`config.mk`:
```
export PLATFORM = sky130hd
export DESIGN_NAME = rail_supervisor
export DESIGN_NICKNAME = d
export VERILOG_FILES = /design/src/rtl/sup_pkg.sv /design/src/rtl/sup_sync2.sv /design/src/rtl/sup_glitch_filter.sv /design/src/rtl/sup_gate_timer.sv /design/src/rtl/rail_supervisor.sv
export SDC_FILE = /design/constraint.sdc
export NUM_CORES = 1
export LEC_CHECK = 0
export BUFFER_PORTS_ARGS = -buffer_cell sky130_fd_sc_hd__buf_2
export CAP_MARGIN = 20
export CORE_UTILIZATION = 38
export CTS_CLUSTER_SIZE = 10
export DETAILED_ROUTE_END_ITERATION = 16
export PLACE_DENSITY = 0.61
export REMOVE_ABC_BUFFERS = 1
export SYNTH_ARGS = -nofsm -noshare
export SYNTH_HDL_FRONTEND = slang
export SYNTH_SLANG_ARGS = --single-unit
export TNS_END_PERCENT = 10
```
`constraint.sdc`:
```
create_clock -name clk -period 0.9 [get_ports clk]
set_input_delay 0.09 -clock clk [delete_from_list [all_inputs] [get_ports clk]]
set_output_delay 0.09 -clock clk [all_outputs]
set_load 0.02 [all_outputs]
```
`src/rtl/sup_pkg.sv`:
```
package sup_pkg;

    typedef enum logic {
        REL_DIRECT  = 1'b0,
        REL_STRETCH = 1'b1
    } release_mode_e;

    // Counter width able to hold values 0 .. n.
    function automatic int cnt_w(input int unsigned n);
        return (n < 2) ? 1 : $clog2(n + 1);
    endfunction

endpackage

```
`src/rtl/sup_sync2.sv`:
```
module sup_sync2 (
    input  logic clk,
    input  logic rst_n,
    input  logic async_i,
    output logic sync_o
);
    typedef struct packed {
        logic s1;
        logic s2;
    } sync_st_t;

    sync_st_t st_d, st_q;

    always_comb begin
        st_d    = st_q;
        st_d.s1 = async_i;
        st_d.s2 = st_q.s1;
    end

    // Reset value 0: treat the button as pressed until sampled.
    always_ff @(posedge clk or negedge rst_n) begin
        if (!rst_n) st_q <= '0;
        else        st_q <= st_d;
    end

    assign sync_o = st_q.s2;
endmodule

```
`src/rtl/sup_glitch_filter.sv`:
```
module sup_glitch_filter #(
    parameter int unsigned STABLE = 12
) (
    input  logic clk,
    input  logic rst_n,
    input  logic raw_i,
    output logic level_o
);
    localparam int CW = sup_pkg::cnt_w(STABLE);

    typedef struct packed {
        logic          lvl;
        logic [CW-1:0] cnt;
    } flt_st_t;

    flt_st_t st_d, st_q;

    always_comb begin
        st_d = st_q;
        if (raw_i == st_q.lvl) begin
            st_d.cnt = '0;
        end else if (st_q.cnt == CW'(STABLE - 1)) begin
            st_d.lvl = raw_i;
            st_d.cnt = '0;
        end else begin
            st_d.cnt = st_q.cnt + CW'(1);
        end
    end

    // Rails count as bad until proven good.
    always_ff @(posedge clk or negedge rst_n) begin
        if (!rst_n) st_q <= '0;
        else        st_q <= st_d;
    end

    assign level_o = st_q.lvl;
endmodule

```
`src/rtl/sup_gate_timer.sv`:
```
module sup_gate_timer #(
    parameter int unsigned PERIOD = 1000
) (
    input  logic clk,
    input  logic rst_n,
    input  logic gate_i,
    output logic tc_o
);
    localparam int CW = sup_pkg::cnt_w(PERIOD);

    typedef struct packed {
        logic          tc;
        logic [CW-1:0] cnt;
    } tmr_st_t;

    tmr_st_t st_d, st_q;

    always_comb begin
        st_d = st_q;
        if (!gate_i) begin
            st_d = '0;
        end else if (!st_q.tc) begin
            if (st_q.cnt == CW'(PERIOD - 1)) begin
                st_d.tc  = 1'b1;
                st_d.cnt = '0;
            end else begin
                st_d.cnt = st_q.cnt + CW'(1);
            end
        end
    end

    always_ff @(posedge clk or negedge rst_n) begin
        if (!rst_n) st_q <= '0;
        else        st_q <= st_d;
    end

    assign tc_o = st_q.tc;
endmodule

```
`src/rtl/rail_supervisor.sv`:
```
module rail_supervisor #(
    parameter int unsigned NUM_RAILS       = 6,
    parameter int unsigned FILTER_CYCLES   = 12,
    parameter int unsigned STRETCH_CYCLES  = 53248,
    parameter int unsigned DEBOUNCE_CYCLES = 12288
) (
    input  logic                 clk,
    input  logic                 rst_n,
    input  logic [NUM_RAILS-1:0] rail_ok_i,
    input  logic                 man_rst_n_i,
    input  logic                 stretch_en_i,
    output logic                 cpu_rst_n_o
);
    import sup_pkg::*;

    localparam logic [NUM_RAILS-1:0] ALL_GOOD = {NUM_RAILS{1'b1}};

    typedef struct packed {
        logic gate;
    } top_st_t;

    logic [NUM_RAILS-1:0] rail_filt;
    logic                 man_sync;
    logic                 deb_tc;
    logic                 str_tc;
    logic                 gate_q;
    logic                 clr_n;
    logic                 out_d, out_q;
    release_mode_e        mode;
    top_st_t              st_d, st_q;

    for (genvar g = 0; g < NUM_RAILS; g++) begin : g_rail
        sup_glitch_filter #(.STABLE(FILTER_CYCLES)) i_filt (
            .clk     (clk),
            .rst_n   (rst_n),
            .raw_i   (rail_ok_i[g]),
            .level_o (rail_filt[g])
        );
    end

    sup_sync2 i_man_sync (
        .clk     (clk),
        .rst_n   (rst_n),
        .async_i (man_rst_n_i),
        .sync_o  (man_sync)
    );

    sup_gate_timer #(.PERIOD(DEBOUNCE_CYCLES)) i_debounce (
        .clk    (clk),
        .rst_n  (rst_n),
        .gate_i (man_sync),
        .tc_o   (deb_tc)
    );

    sup_gate_timer #(.PERIOD(STRETCH_CYCLES)) i_stretch (
        .clk    (clk),
        .rst_n  (rst_n),
        .gate_i (gate_q),
        .tc_o   (str_tc)
    );

    assign gate_q = st_q.gate;
    assign mode   = release_mode_e'(stretch_en_i);

    always_comb begin
        st_d      = st_q;
        st_d.gate = (rail_filt == ALL_GOOD) && man_sync;
        if (mode == REL_STRETCH) out_d = str_tc & gate_q;
        else                     out_d = gate_q;
    end

    always_ff @(posedge clk or negedge rst_n) begin
        if (!rst_n) st_q <= '0;
        else        st_q <= st_d;
    end

    // Output flop is cleared while the debounce count is incomplete.
    assign clr_n = rst_n & deb_tc;

    always_ff @(posedge clk or negedge clr_n) begin
        if (!clr_n) out_q <= 1'b0;
        else        out_q <= out_d;
    end

    assign cpu_rst_n_o = out_q;
endmodule

```
* After elaboration in Yosys (flattened, before gate mapping)
Cells that the tools add are included.
** Storage, ports and cells
- Flip-flop bits (word level) :: 66
- Output and inout port bits :: 1
- Bits of input ports :: 10
** Operators by class
- Equality and inequality tests :: 17
- Mux-type cells :: 21
- Reductions and logical operators :: 7
- $add $sub $neg :: 8
- Bitwise logic cells :: 8
** Operators with widths (number)
- $mux W4 :: 12
- $mux W17 :: 2
- $mux W15 :: 2
- $add A4 B1 Y4 const B :: 6
- $eq A4 B4 Y1 const B :: 6
- $add A16 B1 Y16 const B :: 1
- $eq A16 B16 Y1 const B :: 1
- $mux W16 :: 1
- $add A14 B1 Y14 const B :: 1
- $eq A14 B14 Y1 const B :: 1
- $mux W14 :: 1
- $reduce_and A2 Y1 :: 6
- $eq A1 B1 Y1 :: 6
- $eq A6 B6 Y1 const B :: 1
- $not A1 Y1 :: 6
- $ne A2 B2 Y1 const B :: 2
- $mux W1 :: 3
- $and A1 B1 Y1 :: 2
- $logic_and A1 B1 Y1 :: 1

* Depth between registers and ports, before layout
- Depth in word-level cells :: 4
- Gate-level depth with buffers :: 7
- Mapped depth without buffers :: 5

* Hierarchy
From an unflattened synthesis, not the netlist that was laid out.
** Unflattened totals
- Cells, all modules :: 319
- Area total of the unflattened synthesis :: 3319.4 sq um
** By module, submodules not included
- sup_glitch_filter at g_rail[1].i_filt ... :: cells each 20, area an instance 230.2 sq um, instances 5, seq. area each 125.1 sq um
- sup_gate_timer at i_stretch :: cells each 99, area an instance 930.9 sq um, instances 1, seq. area each 425.4 sq um
- sup_gate_timer at i_debounce :: cells each 91, area an instance 875.8 sq um, instances 1, seq. area each 375.4 sq um
- sup_glitch_filter at g_rail[0].i_filt :: cells each 19, area an instance 229.0 sq um, instances 1, seq. area each 125.1 sq um
- rail_supervisor :: cells each 8, area an instance 82.6 sq um, instances 1, seq. area each 50.0 sq um
- sup_sync2 :: cells each 2, area an instance 50.0 sq um, instances 1, seq. area each 50.0 sq um

* Least setup slack after synthesis
OpenSTA, ideal clock, no wires.
- Path type :: reg2reg
- Start :: register i_debounce.st_q[0] in the netlist's numbering
- End :: register i_debounce.st_q[1] in the netlist's numbering
- Setup slack :: -1.010 ns
- Buffers on the path :: 2
- Arrival :: 1.789 ns
- Cell stages (with the launch flop) :: 7
- Library setup time :: 0.122 ns
- Data required time :: 0.778 ns
- Cell sequence :: dfrtp_1 -> ha_1 -> nand4_4 -> or4_4 -> buf_6 -> buf_8 -> a32o_1
** On the way
- Longest elaborated chain between the ends :: 4
- Elaborated cells between the ends (all ways) :: 5
- Classes of those cells :: add/sub (1); eq/ne (1); mux (3)
** RTL lines
- start: declaration :: RTL line sup_gate_timer.sv:16 : tmr_st_t st_d, st_q;
- start signal: assignment :: RTL line sup_gate_timer.sv:34 : else st_q <= st_d;
- $add A14 B1 Y14 / $eq A14 B14 Y1 (equally long branches) :: RTL line sup_gate_timer.sv:27, sup_gate_timer.sv:23
- $mux W14 * :: RTL line sup_gate_timer.sv:23 : if (st_q.cnt == CW'(PERIOD - 1)) begin
- $mux W15 * :: RTL line sup_gate_timer.sv:22 : end else if (!st_q.tc) begin
- $mux W15 * :: RTL line sup_gate_timer.sv:20 : if (!gate_i) begin
Every way passes the cells marked *; elsewhere a longest branch is shown, timed or not. The select of a mux whose other input is x is not followed.
A chain may end at the register's enable or synchronous reset.

* Worst setup path after layout
- Start :: register i_debounce.st_q[12] in the netlist's numbering
- End :: register i_debounce.st_q[4] in the netlist's numbering
** On the way
- Longest elaborated chain between the ends :: 4
** RTL lines (RTL line)
- $eq A14 B14 Y1 :: sup_gate_timer.sv:23
- $mux W14 :: sup_gate_timer.sv:23
- $mux W15 :: sup_gate_timer.sv:22
- $mux W15 :: sup_gate_timer.sv:20
Every way passes these cells. The select of a mux whose other input is x is not followed.

==> metrics.txt <==
core region area=8341 µm²; Gate Count Post-Synth=324; Area Growth Syn to Fin=45.59%; Max Cap Viol=0; FF-to-FF End=i_debounce.st_q[4]; WHS=14.89 ps; Peak Freq=598.1 MHz; die height=95.48 µm; CP endpoint kind=flop; drt drc=0; R2R Path Start=i_debounce.st_q[12]; wire length per cell=13.90 µm; Syn Std Cell Area=3321 µm²; initial detailed-routing violation count=183; period utilization=1.858; number of core rows=33; First-pass DRT Iterations=4; setup TNS=-22950 ps; flops & latches, synth=66; Synth cell types=49; critical path startpoint category=flop; fraction of synthesized area in multiplexers=0.04446; HPWL Detailed=5090 µm; # diodes=0; most common cell after layout, fill and taps aside=buf_4; share of layout cells above drive strength 1=0.4286; IO Count=11; number of clock sinks=66; PortBufs=10; Layout Cells excl Fill=553; worst setup path endpoint=i_debounce.st_q[4]; Critical Path Source=i_debounce.st_q[12]; Max stage delay on crit path=640 ps; CTS Buf Count=9; post-route setup slack=-771.9 ps; sequential area share after synthesis=0.4974; Yosys warnings=0; die width=95.48 µm; fill count=684; final core occ=0.5797; R2R setup slack=-770 ps; area share of fa/ha/maj cells after synthesis=0.03014; critical path class=reg2reg; Post-synth ARST share=1.000; post-synthesis xor/xnor area fraction=0.04220; syn avg cell area=10.25 µm²; post-route clock skew=5.549 ps; GRT Util Overall=0.1798; final hold violation count=0; die footprint=9116 µm²; Vias per Instance=5.239; antenna viol nets, final=0; DRT Wirelength=7685 µm; Layout Nets=461; Compound-Gate Fraction of Synth Area=0.1074; Congestion Overflow GR=0; Worst slew margin=0.7721; number of flops mapped to enable cells by yosys=0; Initial Util=0.3981; Total Power=7.201 mW; leak pwr=2.170 nW; first-pass GRT wire length=12570 µm; unrepaired setup endpoints after global routing=yes; clk slew on worst S/H paths=70 ps; largest net degree at the start of global routing=34; Setup violations, final=58; Power Density=1490 nW/µm²; simple-gate share of the synthesized area=0.2491; crit-path max FO=8; ys flop type=dfrtp_1; worst-path cell chain=or2b_4 > or4_4 > a31oi_1 > o22ai_1; vias in the first global route=2719; most frequent cells in the layout=buf_4 (95), dfrtp_1 (66), nor2_1 (34); routability congestion estimate=0.8105; Req. time, crit path=1130 ps; Arrival @ worst endpoint=1910 ps; clk root buf=clkbuf_8; CP max-delay cell=or4_4; Min-Delay Path Class=in2reg; Clock Tree Buf Depth=2; H-Tree Level Count=3; worst r2r path cells=4; dpl cells=525; TritonCTS clock tree=done; failing checks=setup timing; initial antenna violation count=0; clk_lat worst skew=350 ps; worst ir drop on vdd=0.001267 V; DR vias=2897; Slew @ Worst Pin=341.8 ps; Period minus WS final=1672 ps; largest family of logic cells by synthesized area=simple AND/OR/NAND/NOR gates; max-slew violations=0; status=complete, but fails checks
==> registers in the layout, indices dropped and copies added, names as in the netlist, 6 cells and up <==
signal and flops:
g_rail.i_filt.st_q 24, g_rail.i_filt.level_o 6, i_stretch.st_q 16, i_debounce.st_q 14
==> power breakdown <==
part	leakage [nW]	switching (mW)	internal (mW)	total, mW
Clock	0.109	1.14	1.63	2.76
Sequential	0.885	0.157	3.17	3.32
Combinational	1.18	0.475	0.642	1.12
==> what timing repair did <==
action / 4_1_cts / 5_1_grt
pin swaps: 24 / 21
cloned: 2 / 0
endpoints found under the hold margin: 64 / 0
setup buffers: 0 / 5
endpoints found under the setup margin: 61 / 64
hold buffers: 5 / 0
resized for setup: 49 / 29
==> cells in the mapped netlist, types with 2 or more instances <==
cell type  count  share of area
dfrtp_1       66           0.50
nor2_1        34          0.038
nand2_1       24          0.027
a21oi_1       18          0.027
a31oi_1       15          0.028
xnor2_1       15          0.040
nand3_1       13          0.020
nor3b_1       12          0.027
inv_1         11          0.012
and3_1         8          0.015
ha_1           8          0.030
mux2i_1        8          0.024
and4_1         7          0.018
nand3b_1       7          0.016
nand4_1        7          0.013
nor2b_1        7          0.013
mux2_2         6          0.020
clkbuf_1       4         0.0045
o21ai_0        4         0.0060
or4_1          4         0.0090
a41oi_1        3         0.0079
and2_1         3         0.0057
buf_2          3         0.0045
nand2b_1       3         0.0057
nor3_1         3         0.0045
nor4_1         3         0.0057
o211ai_1       3         0.0068
a22o_1         2         0.0053
o2bb2ai_1      2         0.0053
or3_1          2         0.0038
==> cells by family (layout without fill, tap and decap cells) <==
| group | Yosys count | count (layout) |
|---|---|---|
| and+or+nand+nor | 145 | 146 |
| DFF | 66 | 66 |
| AOI/OAI and AO/OA | 55 | 55 |
| buffers and inverters | 20 | 143 |
| xor gates and xnor gates | 16 | 16 |
| muxes | 14 | 14 |
| adders and majority gates | 8 | 8 |
==> layout make-up <==
class                           instances  area [µm²]  share of cell area
Inverter                               11       43.79            0.009058
Multi-Input combinational cell        239        1893              0.3916
Timing Repair Buffer                  116       895.9              0.1853
Clock inverter                          5       77.57             0.01605
Clock buffer                           11       141.4             0.02924
Sequential cell                        66        1652              0.3416
Tap cell                              105       131.4             0.02717
==> layer usage <==
metal,share of wire,wire (µm),track usage,vias to the layer above
li1,-,-,-,1426
met3,0.026,197,0.02951,10
met4,0.018,139,0.07836,0
met2,0.49,3799,0.2851,44
met5,0,0,0,-
met1,0.46,3549,0.2424,1417
==> worst max-delay path, delay by kind of cell (launching register included) <==
family,cells,cell delay [ps]
AO/OA/AOI/OAI,2,260
flip-flops,1,390
AND/OR/NAND/NOR,2,920
==> metrics by stage <==
stage               setup slack (ps)  instance area, µm²
floorplan                      -1081                3264
global placement              -834.2                4172
detailed placement            -859.1                4172
CTS                           -725.2                4647
global route                  -800.1                4835
finish                        -771.9                4835
==> worst min-delay path by stage <==
stage,from,to,slack [ps],cells after the start
after floorplan,rst_n,g_rail[0].i_filt.level_o,-210,0
after global routing,rail_ok_i[5],g_rail[5].i_filt.level_o,3,2
final,rail_ok_i[5],g_rail[5].i_filt.level_o,10,2
after detailed placement,rst_n,g_rail[4].i_filt.st_q[0],10,1
after global placement,rst_n,g_rail[4].i_filt.st_q[0],10,1
after CTS,rail_ok_i[1],g_rail[1].i_filt.level_o,4,2
Power figures use the tool's default switching activity.
